===== config.mk =====
export PLATFORM = sky130hd
export DESIGN_NAME = alu_step_core
export DESIGN_NICKNAME = d
export VERILOG_FILES = /design/src/rtl/alu_step_core.sv
export SDC_FILE = /design/constraint.sdc
export NUM_CORES = 2
export LEC_CHECK = 0
export CAP_MARGIN = 20
export CORE_ASPECT_RATIO = 0.8
export CORE_MARGIN = 4
export CORE_UTILIZATION = 40
export CTS_CLUSTER_DIAMETER = 30
export DETAILED_ROUTE_END_ITERATION = 8
export PLACE_DENSITY = 0.63
export SETUP_SLACK_MARGIN = 0.3
export SLEW_MARGIN = 20
export SYNTH_ARGS = -nofsm -noshare
export SYNTH_HDL_FRONTEND = slang
export SYNTH_SLANG_ARGS = --single-unit

===== constraint.sdc =====
create_clock -name clk -period 9.6 [get_ports clk]
set_clock_uncertainty 0.1 [all_clocks]
set_input_delay 1.92 -clock clk [delete_from_list [all_inputs] [get_ports clk]]
set_output_delay 1.92 -clock clk [all_outputs]
set_load 0.02 [all_outputs]

===== src/rtl/alu_step_core.sv =====
module alu_step_core #(
  parameter int XLEN     = 64,
  parameter int IDW      = 4,
  parameter int NREG     = 15,
  parameter int PC_STEP  = 2,
  parameter int ALU_CODE = 6,
  parameter int FUN_LAST = 3
) (
  input  logic            clk,
  input  logic            rst,
  input  logic [15:0]     instr_i,
  output logic [XLEN-1:0] opa_o,
  output logic [XLEN-1:0] opb_o,
  output logic [XLEN-1:0] pc_o,
  output logic [2:0]      flags_o,
  output logic            halt_o
);
  localparam int MSB = XLEN - 1;
  localparam logic [IDW-1:0] NULL_ID = IDW'(NREG);

  logic [3:0]     icode, ifun;
  logic [IDW-1:0] ra, rb;
  assign icode = instr_i[15:12];
  assign ifun  = instr_i[11:8];
  assign ra    = instr_i[7:4];
  assign rb    = instr_i[3:0];

  logic legal, wr_en;
  assign legal = (icode == 4'(ALU_CODE)) && (ifun <= 4'(FUN_LAST));
  assign wr_en = legal && (rb != NULL_ID);
  assign halt_o = !legal;

  logic [XLEN-1:0] rf [NREG];
  logic [XLEN-1:0] result;
  logic            ovf;

  for (genvar i = 0; i < NREG; i++) begin : g_reg
    localparam logic [IDW-1:0] MY_ID = IDW'(i);
    logic [XLEN-1:0] q;
    always_ff @(posedge clk) begin
      if (rst) q <= XLEN'(i);
      else if (wr_en && rb == MY_ID) q <= result;
    end
    assign rf[i] = q;
  end

  assign opa_o = (ra < NULL_ID) ? rf[ra] : '0;
  assign opb_o = (rb < NULL_ID) ? rf[rb] : '0;

  always_comb begin
    result = '0;
    ovf    = 1'b0;
    case (ifun)
      4'd0: begin
        result = opb_o + opa_o;
        ovf    = (opa_o[MSB] == opb_o[MSB]) && (result[MSB] != opb_o[MSB]);
      end
      4'd1: begin
        result = opb_o - opa_o;
        ovf    = (opa_o[MSB] != opb_o[MSB]) && (result[MSB] != opb_o[MSB]);
      end
      4'd2: result = opb_o & opa_o;
      4'd3: result = opb_o ^ opa_o;
      default: ;
    endcase
  end

  always_ff @(posedge clk) begin
    if (rst) begin
      pc_o    <= '0;
      flags_o <= '0;
    end else if (legal) begin
      pc_o    <= pc_o + XLEN'(PC_STEP);
      flags_o <= {result == '0, result[MSB], ovf};
    end
  end
endmodule



==> flow_metrics.env <==
export IMPL_grt_setup_unrepaired="false"
export IMPL_ys_flop_type="dfxtp_1"
export IMPL_dr_total_vias=57600
export IMPL_internal_power_mw=10.1
export IMPL_synthArstFlopShare=0
export IMPL_coreArea_um2=152000
export IMPL_crit_required_ns=10.26
export IMPL_wl_um=248000
export IMPL_synth_edf_count=0
export IMPL_worstMarginPinSlew_ns=1.20
export IMPL_grt_max_degree=212
export IMPL_slew_violations=0
export IMPL_io_pins=214
export IMPL_p_leak_nw=25.4
export IMPL_grt_pass1_vias=55000
export IMPL_antenna_found_initial=4
export IMPL_root_buffer="clkbuf_16"
export IMPL_clk_insertion_delay_late_ns=0.85
export IMPL_power_share_clock=0.614
export IMPL_rows=128
export IMPL_fp_dieW_um=446
export IMPL_clockBufferDepth=3
export IMPL_p_per_area_nw_per_um2=181
export IMPL_post_drt_wl_per_cell_um=27.6
export IMPL_gr_usage_all_layers=0.302
export IMPL_dieArea_um2=160000
export IMPL_dp_hpwl_um=165000
export IMPL_drt_initial_drc_count=7252
export IMPL_min_path_cells=2
export IMPL_synth_cell_types=101
export IMPL_ys_warn_count=0
export IMPL_sequentialPowerShare=0.320
export IMPL_synth_fp_nets=6930
export IMPL_post_route_drc_count=0
export IMPL_p_sw_mw=3.25
export IMPL_syn_area_per_cell_um2=9.03
export IMPL_outcome="complete, no violations"
export IMPL_irDropWorstVdd_v=0.000198
export IMPL_total_power_mw=13.4
export IMPL_swShare=0.243
export IMPL_synthToLayoutAreaGrowth_pct=20.4
export IMPL_holdWs_ns=0.368
export IMPL_fin_ws_ns=0.451
export IMPL_grt_overflow_total=0
export IMPL_start_util=0.403
export IMPL_seq_area_frac_synth=0.335
export IMPL_dp_slack_ns=-0.0953
export IMPL_critical_path_arrival_ns=9.81
export IMPL_synth_seq_cells=1026
export IMPL_post_cts_resized=0
export IMPL_setup_viol=0
export IMPL_max_freq_mhz=109
export IMPL_post_cts_buffers=0
export IMPL_gp_congestion=1.03
export IMPL_period_share=0.953
export IMPL_hold_viol_final=0
export IMPL_drt_pass1_iter_count=6
export IMPL_max_cap_violations=0
export IMPL_io_buffers=212
export IMPL_max_slew_margin_rel=0.203
export IMPL_final_nets=6938
export IMPL_fin_crit_ns=9.15
export IMPL_grt_pass1_wl_um=368000
export IMPL_numCtsBuffers=226
export IMPL_final_antenna_net_count=0
export IMPL_p_comb_frac=0.066
export IMPL_end_kind="flop"
export IMPL_r2r_cells=18
export IMPL_cts_sinks=1026
export IMPL_cts_tree="yes"
export IMPL_h_tree_depth=4
export IMPL_die_y_um=358
export IMPL_cts_hold_buf=0
export IMPL_synthCells=6785
export IMPL_fin_util=0.485
export IMPL_clkTransAtPathRegs_ns=0.05
export IMPL_crit_type="in2reg"
export IMPL_vias_per_cell=6.39
export IMPL_num_fill_cells=14000
export IMPL_hp_class="reg2reg"
export IMPL_crit_fanout=54
export IMPL_startpoint_type="input pin"
export IMPL_syn_area_um2=61300
export IMPL_drive_gt1_frac=0.177
==> power groups by stage <==
stage          registers [mW]  clock network (mW)  logic, mW
2_1_floorplan            4.36                   0      0.551
3_3_place_gp             4.36                   0      0.864
3_5_place_dp             4.36                   0      0.861
4_1_cts                  4.28                8.29      0.863
5_1_grt                  4.28                8.54      0.922
6_report                 4.28                8.20      0.886
==> routing by layer <==
layer  GRT usage  share of wire  routed length (um)  vias to the layer above
met5           0              0                   0                        -
met4       0.115          0.040                9850                        0
met3      0.0760           0.11               26500                      641
met2       0.450           0.43              107000                     3200
met1       0.423           0.42              105000                    28300
li1            -              -                   -                    25400
==> worst max-delay path, cell delays in order <==
cell and delay, ns:
buf_8 0.43, buf_4 0.48, mux4_2 0.55, mux4_2 0.53
ha_1 0.75, nand2_1 0.26, nor3_1 0.66, nand3_1 0.37
nand4b_1 0.52, a211o_1 0.46, and2_1 0.20, o21a_1 0.20
a2111o_1 0.38, o21ai_1 0.40, and2_1 0.23, nand4_1 0.12
nor4_1 0.67, buf_4 0.22, o2111ai_1 0.12, o31ai_1 0.25
==> synthesized netlist by cell type (61+ instances only) <==
| cell | n | area, um^2 |
|---|---|---|
| mux2i_1 | 163 | 1630 |
| nor3_1 | 134 | 671 |
| inv_1 | 152 | 571 |
| nor2_1 | 1214 | 4560 |
| a21oi_1 | 325 | 1630 |
| ha_1 | 127 | 1590 |
| mux4_2 | 505 | 11400 |
| o21ai_0 | 257 | 1290 |
| nor4_1 | 61 | 382 |
| a211oi_1 | 819 | 6150 |
| dfxtp_1 | 1026 | 20500 |
| nand3_1 | 87 | 435 |
| buf_1 | 79 | 297 |
| clkbuf_1 | 555 | 2080 |
| nand2_1 | 469 | 1760 |
==> cells by family (layout without fill, tap and decap cells) <==
logic type,after synthesis,count (layout),synth area share
compound gates,1824,1824,0.205
xor+xnor,85,85,0.0121
fa+ha+maj,127,127,0.0259
buf+inv,815,1015,0.0510
flops,1026,1026,0.335
mux,672,672,0.213
other cells,1,7,0.0000612
simple gates,2235,2235,0.158
==> metrics by stage <==
stage	setup TNS, ns	instance area (um^2)	std cells
2_1_floorplan	0	61300	6785
3_3_place_gp	-0.228	65600	8579
3_5_place_dp	-0.0953	65600	8580
4_1_cts	0	73800	9000
5_1_grt	0	73800	9001
6_report	0	73800	9006
==> final timing paths <==
kind / startpoint / endpoint / slack [ns]
setup / recovery: instr_i[0] / flags_o[2] / 0.45
setup reg to reg: g_reg[3].q[20] / flags_o[2] / 2.27
hold reg to reg: g_reg[6].q[20] / g_reg[6].q[20] / 0.37
hold / removal: g_reg[6].q[20] / g_reg[6].q[20] / 0.37
==> placed cells by master, fill, tap and decap left out, drive strengths merged, types with 30 or more instances in the layout <==
cell type	count
nor2	1216
dfxtp	1026
a211oi	821
mux4	505
nand2	471
a21oi	326
clkbuf	288
o21ai	264
buf	234
clkdlybuf4s50	202
inv	164
mux2i	163
nor3	138
ha	127
nand3	87
clkinv	67
nor4	63
xnor2	52
nand4	52
or3	45
o31ai	45
o21bai	41
bufinv	36
o211ai	36
a211o	34
xor2	33
o21a	30
==> sequential cells by signal (all words and copies together), names as in the netlist <==
name	count
g.q	960
pc_o	63
flags_o	3
==> layout make-up <==
cell class | count | area, um^2 | area share
Multi-Input combinational cell | 4944 | 37900 | 0.513
Sequential cell | 1026 | 20500 | 0.278
Clock buffer | 288 | 6270 | 0.0850
Timing Repair Buffer | 436 | 4090 | 0.0554
Tap cell | 2015 | 2520 | 0.0342
Clock inverter | 132 | 1910 | 0.0259
Inverter | 159 | 602 | 0.00816
Antenna cell | 6 | 15.0 | 0.000203
Power figures use the tool's default switching activity.
